<file path="src/rtl/pci_pwr_fsm.sv">
module pci_pwr_fsm #(
  parameter int D3RST_CYC = 16
) (
  input  logic       clk,
  input  logic       rst_n,
  input  logic       pci_rst_n_i,
  input  logic       aux_det_i,
  input  logic       pwr_good_i,
  input  logic [1:0] pm_field,
  input  logic       pme_en,
  input  logic       decode_en,
  input  logic       wake_wol,
  input  logic       wake_magic,
  input  logic       wake_link,
  input  logic       pme_sts_clr,
  output logic [2:0] pwr_state,
  output logic       phy_pwrdn,
  output logic       clk_en,
  output logic       mem_io_en,
  output logic       d3_rst,
  output logic       pme_n,
  output logic [1:0] pm_rb
);
  localparam int CW = $clog2(D3RST_CYC + 1);

  typedef enum logic [2:0] {S_OFF = 3'd0, S_D0U = 3'd1, S_D0A = 3'd2,
                            S_D3H = 3'd3, S_D3C = 3'd4} st_t;

  st_t st, nxt;
  logic [1:0] rst_sy, aux_sy, pg_sy, pm_q;
  logic rst_q, pg_q, phy_off, pme_q;
  logic [CW-1:0] cnt;

  wire rst_ok  = rst_sy[1];
  wire aux_ok  = aux_sy[1];
  wire pg_ok   = pg_sy[1];
  wire pg_fall = pg_q & ~pg_ok;
  wire rst_fall = rst_q & ~rst_ok;
  wire to_d3   = (pm_q == 2'b00) && (pm_field == 2'b11);
  wire to_d0   = (pm_q == 2'b11) && (pm_field == 2'b00);
  wire wake    = wake_wol | wake_magic | wake_link;

  always_comb begin
    nxt = st;
    if (!pg_ok && !aux_ok && st != S_OFF) nxt = S_OFF;
    else begin
      case (st)
        S_OFF: if (pg_ok && rst_ok) nxt = S_D0U;
        S_D0U: if (pg_fall) nxt = S_D3C;
               else if (decode_en) nxt = S_D0A;
        S_D0A: if (pg_fall) nxt = S_D3C;
               else if (rst_fall && pm_field == 2'b00 && pg_ok) nxt = S_D0U;
               else if (to_d3 && rst_ok && pg_ok) nxt = S_D3H;
        S_D3H: if (pg_fall) nxt = S_D3C;
               else if (to_d0 && rst_ok && pg_ok) nxt = S_D0U;
        S_D3C: if (pg_ok && rst_ok) nxt = S_D0U;
        default: nxt = S_OFF;
      endcase
    end
  end

  always_ff @(posedge clk or negedge rst_n) begin
    if (!rst_n) begin
      rst_sy  <= '0;
      aux_sy  <= '0;
      pg_sy   <= '0;
      rst_q   <= 1'b0;
      pg_q    <= 1'b0;
      pm_q    <= 2'b00;
      st      <= S_OFF;
      phy_off <= 1'b1;
      cnt     <= '0;
      pme_q   <= 1'b0;
    end else begin
      rst_sy <= {rst_sy[0], pci_rst_n_i};
      aux_sy <= {aux_sy[0], aux_det_i};
      pg_sy  <= {pg_sy[0], pwr_good_i};
      rst_q  <= rst_ok;
      pg_q   <= pg_ok;
      pm_q   <= pm_field;
      st     <= nxt;

      if (nxt == S_D0U && st != S_D0U) phy_off <= 1'b0;
      else if (st == S_D0A && nxt == S_D3H && !pme_en) phy_off <= 1'b1;
      else if (nxt == S_D3C && st != S_D3C) phy_off <= 1'b1;
      else if (nxt == S_OFF) phy_off <= 1'b1;

      if (st == S_D3H && nxt == S_D0U) cnt <= CW'(D3RST_CYC);
      else if (cnt != '0) cnt <= cnt - 1'b1;

      pme_q <= (st == S_D3H) && (nxt == S_D3H) && !pme_sts_clr &&
               (pme_q || (pme_en && wake));
    end
  end

  assign pwr_state = st;
  assign phy_pwrdn = phy_off;
  assign clk_en    = (st == S_D0U) || (st == S_D0A);
  assign mem_io_en = (st == S_D0A);
  assign d3_rst    = (cnt != '0);
  assign pme_n     = ~pme_q;
  assign pm_rb     = (st == S_D3H || st == S_D3C) ? 2'b11 : 2'b00;
endmodule

</file>
<file path="config.mk">
export PLATFORM = sky130hd
export DESIGN_NAME = pci_pwr_fsm
export DESIGN_NICKNAME = d
export VERILOG_FILES = /design/src/rtl/pci_pwr_fsm.sv
export SDC_FILE = /design/constraint.sdc
export NUM_CORES = 1
export LEC_CHECK = 0
export ABC_AREA = 1
export BUFFER_PORTS_ARGS = -buffer_cell sky130_fd_sc_hd__buf_2
export CORE_MARGIN = 5
export CORE_UTILIZATION = 51
export CTS_CLUSTER_DIAMETER = 50
export CTS_CLUSTER_SIZE = 24
export DETAILED_ROUTE_END_ITERATION = 6
export MAX_ROUTING_LAYER = met4
export PLACE_DENSITY = 0.83
export SKIP_LAST_GASP = 1
export SYNTH_ARGS = -nofsm -noshare
export SYNTH_HDL_FRONTEND = slang
export SYNTH_SLANG_ARGS = --single-unit
export TNS_END_PERCENT = 1
</file>
<file path="constraint.sdc">
create_clock -name clk -period 1.9 [get_ports clk]
set_input_delay 0 -clock clk [delete_from_list [all_inputs] [get_ports clk]]
set_output_delay 0 -clock clk [all_outputs]
set_load 0.005 [all_outputs]
</file>
==> metrics <==
first-pass GRT wire length 3.29 mm; ANT cells 0; post-synth top area share 49.2%; H-tree Lvls 1; most common cell after layout, fill and taps aside nand2_1; CP Data Required Time 2130 ps; Slew @ Worst Pin 439 ps; antenna violations before repair 0; ANT nets after route 0; die height 53.5 um; Die Wd 53.5 um; Syn Nets 137; Crit Path Max Fanout 5; grt ovf 0; post-CTS setup buffers 0; fraction of layout instances using a drive strength above 1 24.0%; clock-pin slew on the worst setup and hold paths 110 ps; WP buf/inv 1; Worst Setup End Kind flop; die area 0.00287 mm2; Power Density 1310 mW/mm2; Unique masters post-synth 17; Area Growth Syn to Fin 26.5%; Routed WL per cell 10.3 um; Initial Util 54.8%; routability cong. 0.872; Root Buffer clkbuf_4; final period utilization 85.8%; commonest non-fill, non-tap cells in the layout nand2_1, inv_1, buf_2; Pleak 0.000711 uW; Clock Tree Buf Depth 2; FP Rows 15; HP Class input port to flop; setup TNS 0 ps; yosys warns 0; worst endpoint data arrival time 1860 ps; Final min period 1630 ps; crit-path most repeated cell nor2_1; fin. max-slew vios 0; Worst VDD drop 0.818 mV; max_slew headroom 70.7%; DR vias 830; hpwl dp 1.43 mm; Filler Cells Inserted 158; port buffer count 22; Max stage delay on crit path 470 ps; CTS tree done; initial drt markers 16; Max Clk Rate 614 MHz; startpoint types flop; max cap viols 0; largest net degree at the start of global routing 21; flops & latches, synth 20; sequential fraction of the synthesis area 51.9%; Clock Latency Late Sink 290 ps; Synth Instances 122; Slowest-stage cell, CP dfrtp_1; Mapped Area 967 um2; DRT Wirelength 1.84 mm; Worst Clk Skew 2.97 ps; Inserted Clock Buffers 3; flop2flop setup slack 270 ps; core area 0.00176 mm2; vias in the first global route 820; unrepaired setup endpoints after global routing false; final count of negative-setup-slack endpoints 0; IO Pins 23; CTS sink cnt 20; Final #Nets 170; Syn Area/Cell 7.93 um2; largest cells by area after synthesis dfrtp_1, nand2_1, inv_1; Setup CP Type flop to flop; # DRC 0; CP delay by family, top simple AND/OR/NAND/NOR gates; outcome completed; fin area 0.00122 mm2; Total Routing Usage GR 16.3%; Synth area leader dfrtp_1; drt via density 4.64; Placed Area 0.00110 mm2; Core Util, Final 69.4%; critical-path cell list nor3_1, nand2_1, nand3_1, nand2_2, inv_2, nand3_1, nor2_1, nor2_1, nor2_1; drt first pass iters 4; Final Hold Viols 0
through the flow:
| stage | setup slack (ps) | hold WS, ps | power (uW) | instances |
|---|---|---|---|---|
| after global routing | 87.7 | 94.1 | 1760 | 179 |
| after CTS | 275 | 54.1 | 1620 | 179 |
| after floorplan | 533 | -296 | 1070 | 122 |
| after detailed placement | 357 | -36.1 | 1260 | 168 |
| after global placement | 398 | -41.7 | 1230 | 168 |
| final | 270 | 61.5 | 1600 | 179 |
what timing repair did:
item / 4_1_cts / 5_1_grt
resized for setup: 0 / 0
hold buffers: 7 / 0
endpoints found under the setup margin: 0 / 0
endpoints found under the hold margin: 26 / 0
Yosys cell counts, drive strengths merged:
cell type,number
nand2,32
inv,27
dfrtp,19
nor2,15
nand3,12
nor3,4
o21ai,4
xor2,3
ha,2
buf,1
dfstp,1
nor4,1
or2,1
cell families after synthesis:
logic type | count (synthesis) | synth area share, %
simple gates | 65 | 29.1
compound gates | 4 | 2.46
buf+inv | 28 | 11.3
flops | 20 | 51.9
xor+xnor | 3 | 2.72
fa+ha+maj | 2 | 2.59
worst reg2reg max path: cells and delay by family (launching register included):
family | cells | cell delay (ps)
flip-flops | 1 | 470
AND/OR/NAND/NOR | 8 | 1030
buffers and inverters | 1 | 70
registers in the layout (all words and copies together), names as in the netlist:
register	cells
pme_q	1
aux_sy	2
pg_q	1
rst_sy	2
phy_pwrdn	1
pm_q	2
pwr_state	3
rst_q	1
pg_sy	2
cnt	5
area by class of cell:
cell class	instances	area (um2)	area share, %
flip-flops and latches	20	502	41.0
multi-input cells	74	357	29.1
repair buffers	29	180	14.7
inverters	27	101	8.28
well taps	25	31.3	2.56
clock inverters	1	30.0	2.45
clock buffers	3	22.5	1.84
worst paths after layout:
kind                       cells past startpoint              startpoint               endpoint
setup / recovery                               9  pwr_state[2]$_DFF_PN0_  phy_pwrdn$_DFFE_PN1P_
hold / removal                                 5                  pme_en        pme_q$_DFF_PN0_
setup reg to reg                               9  pwr_state[2]$_DFF_PN0_  phy_pwrdn$_DFFE_PN1P_
hold reg to reg                                0      pg_sy[0]$_DFF_PN0_     pg_sy[1]$_DFF_PN0_
max in group asynchronous                      2                   rst_n  phy_pwrdn$_DFFE_PN1P_
min in group asynchronous                      2                   rst_n     cnt[1]$_DFFE_PN0P_
where the power goes:
part | internal, uW | total (uW) | switching (uW)
clock network | 213 | 339 | 126
logic | 262 | 638 | 376
registers | 534 | 623 | 88.5
total | 1010 | 1600 | 591
metal layers:
layer,GRT usage [%],wire [um],up-vias
met1,19.0,807,364
met4,3.83,13,0
li1,-,-,432
met3,3.32,139,2
met2,28.6,883,32
met5,-,0,-
(Power assumes the default switching activity.)
